**config.mk**
```make
export PLATFORM = sky130hd
export DESIGN_NAME = pingpong_bank_router
export DESIGN_NICKNAME = d
export VERILOG_FILES = /design/src/rtl/pingpong_router_pkg.sv /design/src/rtl/pingpong_router_ctrl.sv /design/src/rtl/pingpong_router_datapath.sv /design/src/rtl/pingpong_bank_router.sv
export SDC_FILE = /design/constraint.sdc
export NUM_CORES = 1
export LEC_CHECK = 0
export BUFFER_PORTS_ARGS = -buffer_cell sky130_fd_sc_hd__buf_2
export CAP_MARGIN = 20
export CELL_PAD_IN_SITES_DETAIL_PLACEMENT = 1
export CELL_PAD_IN_SITES_GLOBAL_PLACEMENT = 1
export CORE_AREA = 2 2 132 134
export CTS_BUF_LIST = sky130_fd_sc_hd__clkbuf_4
export DETAILED_ROUTE_END_ITERATION = 12
export DIE_AREA = 0 0 134 136
export PLACE_DENSITY = 0.66
export SLEW_MARGIN = 20
export SYNTH_ARGS = -nofsm -noshare
export SYNTH_HDL_FRONTEND = slang
export SYNTH_SLANG_ARGS = --single-unit
```
**constraint.sdc**
```tcl
create_clock -name clk -period 5.6 [get_ports clk]
set_input_delay 1.12 -clock clk [delete_from_list [all_inputs] [get_ports clk]]
set_output_delay 1.12 -clock clk [all_outputs]
set_load 0.02 [all_outputs]
```
**src/rtl/pingpong_router_pkg.sv**
```systemverilog
package pingpong_router_pkg;
  // Strobes from the control to the datapath
  typedef struct packed {
    logic sel;      // 0: producer on bank 0, consumer on bank 1
    logic rdBlock;  // swap pending: stall the consumer
  } ctrlStrobe_t;

  // Events reported by the datapath to the control
  typedef struct packed {
    logic rdAccept; // consumer read accepted this cycle
    logic rdBeat;   // one read beat returned to the consumer
  } dpStatus_t;
endpackage

```
**src/rtl/pingpong_router_ctrl.sv**
```systemverilog
module pingpong_router_ctrl
  import pingpong_router_pkg::*;
#(
  parameter int BURST_W = 7,
  parameter int MAX_OUTSTANDING = 128,
  localparam int CNT_W = $clog2(MAX_OUTSTANDING + 1)
) (
  input  logic               clk,
  input  logic               rstN,
  input  logic               swapReq,
  input  logic               frameDone,
  input  logic [BURST_W-1:0] rdBurst,
  input  dpStatus_t          status,
  output ctrlStrobe_t        strobe,
  output logic               swapAck
);
  logic             selQ, pendQ, doneQ, ackQ;
  logic [CNT_W-1:0] cntQ, cntNext;
  logic             wantSwap, swapNow;

  assign wantSwap = pendQ | swapReq;
  assign swapNow  = wantSwap & doneQ & (cntQ == '0) & ~status.rdAccept;
  assign cntNext  = cntQ
                  + (status.rdAccept ? CNT_W'(rdBurst) : '0)
                  - (status.rdBeat ? CNT_W'(1) : '0);

  always_ff @(posedge clk or negedge rstN) begin
    if (!rstN) begin
      selQ  <= 1'b0;
      pendQ <= 1'b0;
      doneQ <= 1'b0;
      ackQ  <= 1'b0;
      cntQ  <= '0;
    end else begin
      selQ  <= selQ ^ swapNow;
      pendQ <= wantSwap & ~swapNow;
      doneQ <= (doneQ & ~swapNow) | frameDone;
      ackQ  <= swapNow;
      cntQ  <= cntNext;
    end
  end

  assign strobe.sel     = selQ;
  assign strobe.rdBlock = pendQ;
  assign swapAck        = ackQ;

  // the acknowledge marks exactly the cycle where the route moved
  assert_flip_with_ack_R8: assert property (@(posedge clk) disable iff (!rstN)
    ackQ |-> (selQ != $past(selQ)));

  // routing only moves once nothing is owed to the consumer
  assert_swap_idle_R6: assert property (@(posedge clk) disable iff (!rstN)
    (selQ != $past(selQ)) |-> ($past(cntQ) == '0));

  // routing only moves after the frame has been reported done
  assert_swap_after_done_R5: assert property (@(posedge clk) disable iff (!rstN)
    (selQ != $past(selQ)) |-> $past(doneQ));

  // a returned beat never drives the count below zero
  assert_no_underflow_R6: assert property (@(posedge clk) disable iff (!rstN)
    status.rdBeat |-> (cntQ != '0));
endmodule

```
**src/rtl/pingpong_router_datapath.sv**
```systemverilog
module pingpong_router_datapath
  import pingpong_router_pkg::*;
#(
  parameter int ADDR_W  = 27,
  parameter int DATA_W  = 32,
  parameter int BURST_W = 7,
  localparam int NBANK  = 2
) (
  input  logic                            clk,
  input  logic                            rstN,
  input  ctrlStrobe_t                     strobe,
  output dpStatus_t                       status,
  input  logic [ADDR_W-1:0]               wrAddr,
  input  logic                            wrWrite,
  input  logic [DATA_W-1:0]               wrWriteData,
  output logic                            wrWaitReq,
  input  logic [ADDR_W-1:0]               rdAddr,
  input  logic                            rdRead,
  input  logic [BURST_W-1:0]              rdBurst,
  output logic [DATA_W-1:0]               rdReadData,
  output logic                            rdDataValid,
  output logic                            rdWaitReq,
  output logic [NBANK-1:0][ADDR_W-1:0]    bankAddr,
  output logic [NBANK-1:0]                bankRead,
  output logic [NBANK-1:0]                bankWrite,
  output logic [NBANK-1:0][DATA_W-1:0]    bankWriteData,
  output logic [NBANK-1:0][BURST_W-1:0]   bankBurst,
  input  logic [NBANK-1:0][DATA_W-1:0]    bankReadData,
  input  logic [NBANK-1:0]                bankDataValid,
  input  logic [NBANK-1:0]                bankWaitReq
);
  logic rdIdx, wrIdx;
  assign wrIdx = strobe.sel;
  assign rdIdx = ~strobe.sel;

  for (genvar b = 0; b < NBANK; b++) begin : gBank
    logic readerOwns;
    assign readerOwns       = (strobe.sel != 1'(b));
    assign bankAddr[b]      = readerOwns ? rdAddr : wrAddr;
    assign bankRead[b]      = readerOwns & rdRead & ~strobe.rdBlock;
    assign bankWrite[b]     = ~readerOwns & wrWrite;
    assign bankWriteData[b] = wrWriteData;
    assign bankBurst[b]     = readerOwns ? rdBurst : BURST_W'(1);

    // a bank is never read and written in the same cycle
    assert_one_owner_R2: assert property (@(posedge clk) disable iff (!rstN)
      $onehot0({bankRead[b], bankWrite[b]}));
  end

  assign wrWaitReq       = bankWaitReq[wrIdx];
  assign rdWaitReq       = strobe.rdBlock | bankWaitReq[rdIdx];
  assign rdReadData      = bankReadData[rdIdx];
  assign rdDataValid     = bankDataValid[rdIdx];
  assign status.rdAccept = rdRead & ~rdWaitReq;
  assign status.rdBeat   = rdDataValid;

  // no read strobe leaves the router while a swap waits
  assert_block_reader_R7: assert property (@(posedge clk) disable iff (!rstN)
    strobe.rdBlock |-> (bankRead == '0));
endmodule

```
**src/rtl/pingpong_bank_router.sv**
```systemverilog
module pingpong_bank_router
  import pingpong_router_pkg::*;
#(
  parameter int ADDR_W          = 27,
  parameter int DATA_W          = 32,
  parameter int BURST_W         = 7,
  parameter int MAX_OUTSTANDING = 128
) (
  input  logic               clk,
  input  logic               rstN,
  input  logic               swapReq,
  input  logic               frameDone,
  output logic               swapAck,
  output logic               bankSel,
  input  logic [ADDR_W-1:0]  wrAddr,
  input  logic               wrWrite,
  input  logic [DATA_W-1:0]  wrWriteData,
  output logic               wrWaitReq,
  input  logic [ADDR_W-1:0]  rdAddr,
  input  logic               rdRead,
  input  logic [BURST_W-1:0] rdBurst,
  output logic [DATA_W-1:0]  rdReadData,
  output logic               rdDataValid,
  output logic               rdWaitReq,
  output logic [ADDR_W-1:0]  b0Addr,
  output logic               b0Read,
  output logic               b0Write,
  output logic [DATA_W-1:0]  b0WriteData,
  output logic [BURST_W-1:0] b0Burst,
  input  logic [DATA_W-1:0]  b0ReadData,
  input  logic               b0DataValid,
  input  logic               b0WaitReq,
  output logic [ADDR_W-1:0]  b1Addr,
  output logic               b1Read,
  output logic               b1Write,
  output logic [DATA_W-1:0]  b1WriteData,
  output logic [BURST_W-1:0] b1Burst,
  input  logic [DATA_W-1:0]  b1ReadData,
  input  logic               b1DataValid,
  input  logic               b1WaitReq
);
  ctrlStrobe_t              strobe;
  dpStatus_t                status;
  logic [1:0][ADDR_W-1:0]   bankAddr;
  logic [1:0]               bankRead, bankWrite;
  logic [1:0][DATA_W-1:0]   bankWriteData;
  logic [1:0][BURST_W-1:0]  bankBurst;

  pingpong_router_ctrl #(.BURST_W(BURST_W), .MAX_OUTSTANDING(MAX_OUTSTANDING)) u_ctrl (
    .clk(clk), .rstN(rstN), .swapReq(swapReq), .frameDone(frameDone),
    .rdBurst(rdBurst), .status(status), .strobe(strobe), .swapAck(swapAck)
  );

  pingpong_router_datapath #(.ADDR_W(ADDR_W), .DATA_W(DATA_W), .BURST_W(BURST_W)) u_dp (
    .clk(clk), .rstN(rstN), .strobe(strobe), .status(status),
    .wrAddr(wrAddr), .wrWrite(wrWrite), .wrWriteData(wrWriteData), .wrWaitReq(wrWaitReq),
    .rdAddr(rdAddr), .rdRead(rdRead), .rdBurst(rdBurst), .rdReadData(rdReadData),
    .rdDataValid(rdDataValid), .rdWaitReq(rdWaitReq),
    .bankAddr(bankAddr), .bankRead(bankRead), .bankWrite(bankWrite),
    .bankWriteData(bankWriteData), .bankBurst(bankBurst),
    .bankReadData({b1ReadData, b0ReadData}),
    .bankDataValid({b1DataValid, b0DataValid}),
    .bankWaitReq({b1WaitReq, b0WaitReq})
  );

  assign bankSel     = strobe.sel;
  assign b0Addr      = bankAddr[0];
  assign b0Read      = bankRead[0];
  assign b0Write     = bankWrite[0];
  assign b0WriteData = bankWriteData[0];
  assign b0Burst     = bankBurst[0];
  assign b1Addr      = bankAddr[1];
  assign b1Read      = bankRead[1];
  assign b1Write     = bankWrite[1];
  assign b1WriteData = bankWriteData[1];
  assign b1Burst     = bankBurst[1];
endmodule

```
==> flow_metrics.env <==
export IMPL_status="completed"
export IMPL_die_y_um=136
export IMPL_wl_per_cell_um=14.87
export IMPL_drt_iter0_markers=23
export IMPL_drive_gt1_share_pct=75.17
export IMPL_syn_area_per_cell_um2=9.076
export IMPL_slew_viol_final=0
export IMPL_syn_area_um2=2541
export IMPL_period_share_pct=62.65
export IMPL_cp_data_arrival_time_ns=2.39
export IMPL_crit_buf_inv=2
export IMPL_worstMarginPinSlew_ns=0.7798
export IMPL_dr_pass1_iters=3
export IMPL_synthToLayoutAreaGrowth_pct=38.85
export IMPL_coreArea_um2=16880
export IMPL_period_minus_slack_ns=3.509
export IMPL_hp_start="u_ctrl.doneQ"
export IMPL_dp_slack_ns=1.913
export IMPL_cts_htree_levels=1
export IMPL_ys_types=34
export IMPL_dpl_hpwl_um=8796
export IMPL_critical_path_top_delay_family="flip-flops"
export IMPL_cts_buffers=3
export IMPL_dp_cells=672
export IMPL_end_kind="output port"
export IMPL_synthCells=280
export IMPL_grt_use_total_pct=10.09
export IMPL_hold_path_class="reg -> reg"
export IMPL_viasPerCell=3.837
export IMPL_final_cell_mix="buf_2, mux2_2, inv_1, ha_1, dfrtp_1"
export IMPL_finalSetupTns_ns=0
export IMPL_clock_skew_ns=0.008820
export IMPL_relSlewSlack_pct=48.01
export IMPL_grt_overflow=0
export IMPL_cts_hold_fix_buffers=0
export IMPL_clk_pin_slew_worst_paths_ns=0.09
export IMPL_cp_cell_sequence="buf_4, mux2_2, buf_2"
export IMPL_fillers=2073
export IMPL_antenna_found_initial=0
export IMPL_ys_seq_area_share_pct=11.82
export IMPL_rsz0062_at_grt="no"
export IMPL_yosysTopAreaCell="mux2_2"
export IMPL_ys_ff_latch=12
export IMPL_die_w_um=134
export IMPL_synth_top_area_share_pct=39.00
export IMPL_final_cells=676
export IMPL_cts_resized=0
export IMPL_io_buffers=243
export IMPL_finalWorstSetupSlack_ns=2.091
export IMPL_cts_tree="built"
export IMPL_grt_pass1_wl_um=14640
export IMPL_crit_path_start="u_ctrl.selQ"
export IMPL_r2r_slack_ns=2.11
export IMPL_cp_slowest_cell="dfrtp_4"
export IMPL_crit_type="reg -> out"
export IMPL_io_pins=340
export IMPL_ys_flop_type="dfrtp_1"
export IMPL_clock_latency_ns=0.28
export IMPL_cts_sinks=12
export IMPL_worst_setup_path_start_kind="flip-flop"
export IMPL_ir_drop_v=0.0001347
export IMPL_routed_via_count=2594
export IMPL_r2r_end="u_ctrl.cntQ[6]"
export IMPL_route_detailed_drc=0
export IMPL_synth_area_leaders="mux2_2, buf_4, dfrtp_1"
export IMPL_critPathMaxFanout=62
export IMPL_layout_commonest_cell="buf_2"
export IMPL_synth_edf_count=0
export IMPL_crit_required_ns=4.48
export IMPL_cts_root_buf="clkbuf_4"
export IMPL_powerDensity_nw_per_um2=349.9
export IMPL_cpPeakStageDelay_ns=0.89
export IMPL_syn_nets=462
export IMPL_fmax_mhz=285.0
export IMPL_fin_nets=634
export IMPL_yosysWarnings=0
export IMPL_rr_startpoint="u_ctrl.selQ"
export IMPL_grt_pass1_vias=2667
export IMPL_cts_buffer_depth=2
export IMPL_hold_viol=0
export IMPL_endpoint="rdReadData[0]"
export IMPL_antennaDiodeCount=0
export IMPL_crit_cells=3
export IMPL_maxCapViolCount=0
export IMPL_initial_utilization_pct=15.06
export IMPL_ys_async_sr_fraction_pct=100.0
export IMPL_rows=48
export IMPL_rr_worst_depth=10
export IMPL_ant_nets=0
export IMPL_die_area_um2=18220
export IMPL_gp_congestion=0.7473
export IMPL_p_leak_nw=1.855
export IMPL_setup_viol=0
export IMPL_drt_total_wl_um=10050
export IMPL_grt_max_degree=63
export IMPL_cts_setup_buffers=0
-- kinds of logic after synthesis --
group                      count (synthesis)  share of synthesized area [%]
buffers and inverters                    101                          25.26
muxes                                     89                          39.39
and+or+nand+nor                           41                          9.799
AOI/OAI and AO/OA                         17                          4.333
adders and majority gates                 15                          7.681
DFF                                       12                          11.82
xor gates and xnor gates                   5                          1.723
-- cell type report --
cell class / instances / area [µm²] / area share, %
multi-input combinational: 167 / 1599 / 45.32
timing repair buffer: 244 / 1224 / 34.68
sequential: 12 / 304.0 / 8.617
tap: 225 / 281.5 / 7.979
inverter: 24 / 90.09 / 2.553
clock buffer: 4 / 30.03 / 0.8511
-- worst register-to-register path: cells and delay by family, from the launching register on --
kind / cells / cell delay, ns
and+or+nand+nor: 5 / 1.13
DFF: 1 / 0.89
adders and majority gates: 2 / 0.61
muxes: 1 / 0.47
AOI/OAI and AO/OA: 1 / 0.26
buffers and inverters: 1 / 0.04
-- how the worst min path moves through the flow --
stage,slack (ns),cells after the start,to
detailed placement,0.49,1,u_ctrl.doneQ
floorplan,0.44,1,u_ctrl.doneQ
CTS,0.51,1,u_ctrl.doneQ
global route,0.55,1,u_ctrl.doneQ
global placement,0.50,1,u_ctrl.doneQ
finish,0.51,1,u_ctrl.doneQ
-- synthesized netlist by cell type (all sizes together) (2+ instances only) --
library cell	count
inv	24
xnor2	4
ha	14
nor2b	8
o21ai	3
clkbuf	2
buf	75
nor2	5
mux2	88
a211oi	2
nand2	7
dfrtp	12
and3b	2
and2	8
a21oi	5
nand2b	2
nor3	3
a21o	2
-- report_power, final --
group / internal [W] / switching, W
Clock: 0.0000325 / 0.0000317
Combinational: 0.000442 / 0.000539
Sequential: 0.000126 / 0.0000627
Total: 0.000601 / 0.000633
-- through the flow --
step	power [W]	utilization [%]	instance area, µm²	hold WS (ns)
2_1_floorplan	0.0009566	-	2541	0.4410
3_3_place_gp	0.001170	20.73	3498	0.4959
3_5_place_dp	0.001182	20.73	3498	0.4929
4_1_cts	0.001252	20.91	3528	0.5139
5_1_grt	0.001347	20.91	3528	0.5458
6_report	0.001234	20.91	3528	0.5135
-- sequential cells by signal (all words and copies together), names as in the netlist --
| register | flops |
|---|---|
| u_ctrl.swapAck | 1 |
| u_ctrl.selQ | 1 |
| u_ctrl.doneQ | 1 |
| u_ctrl.pendQ | 1 |
| u_ctrl.cntQ | 8 |
-- per-layer routing --
layer  track usage, %  part of all wire, %  vias to the layer above
met4           0.5319                 0.14                        0
met1            12.38                   41                     1182
met3            4.325                   12                        4
met5                0                    0                        -
met2            17.24                   47                      177
li1                 -                    -                     1231
No activity file was read; power rests on OpenSTA's default activity.
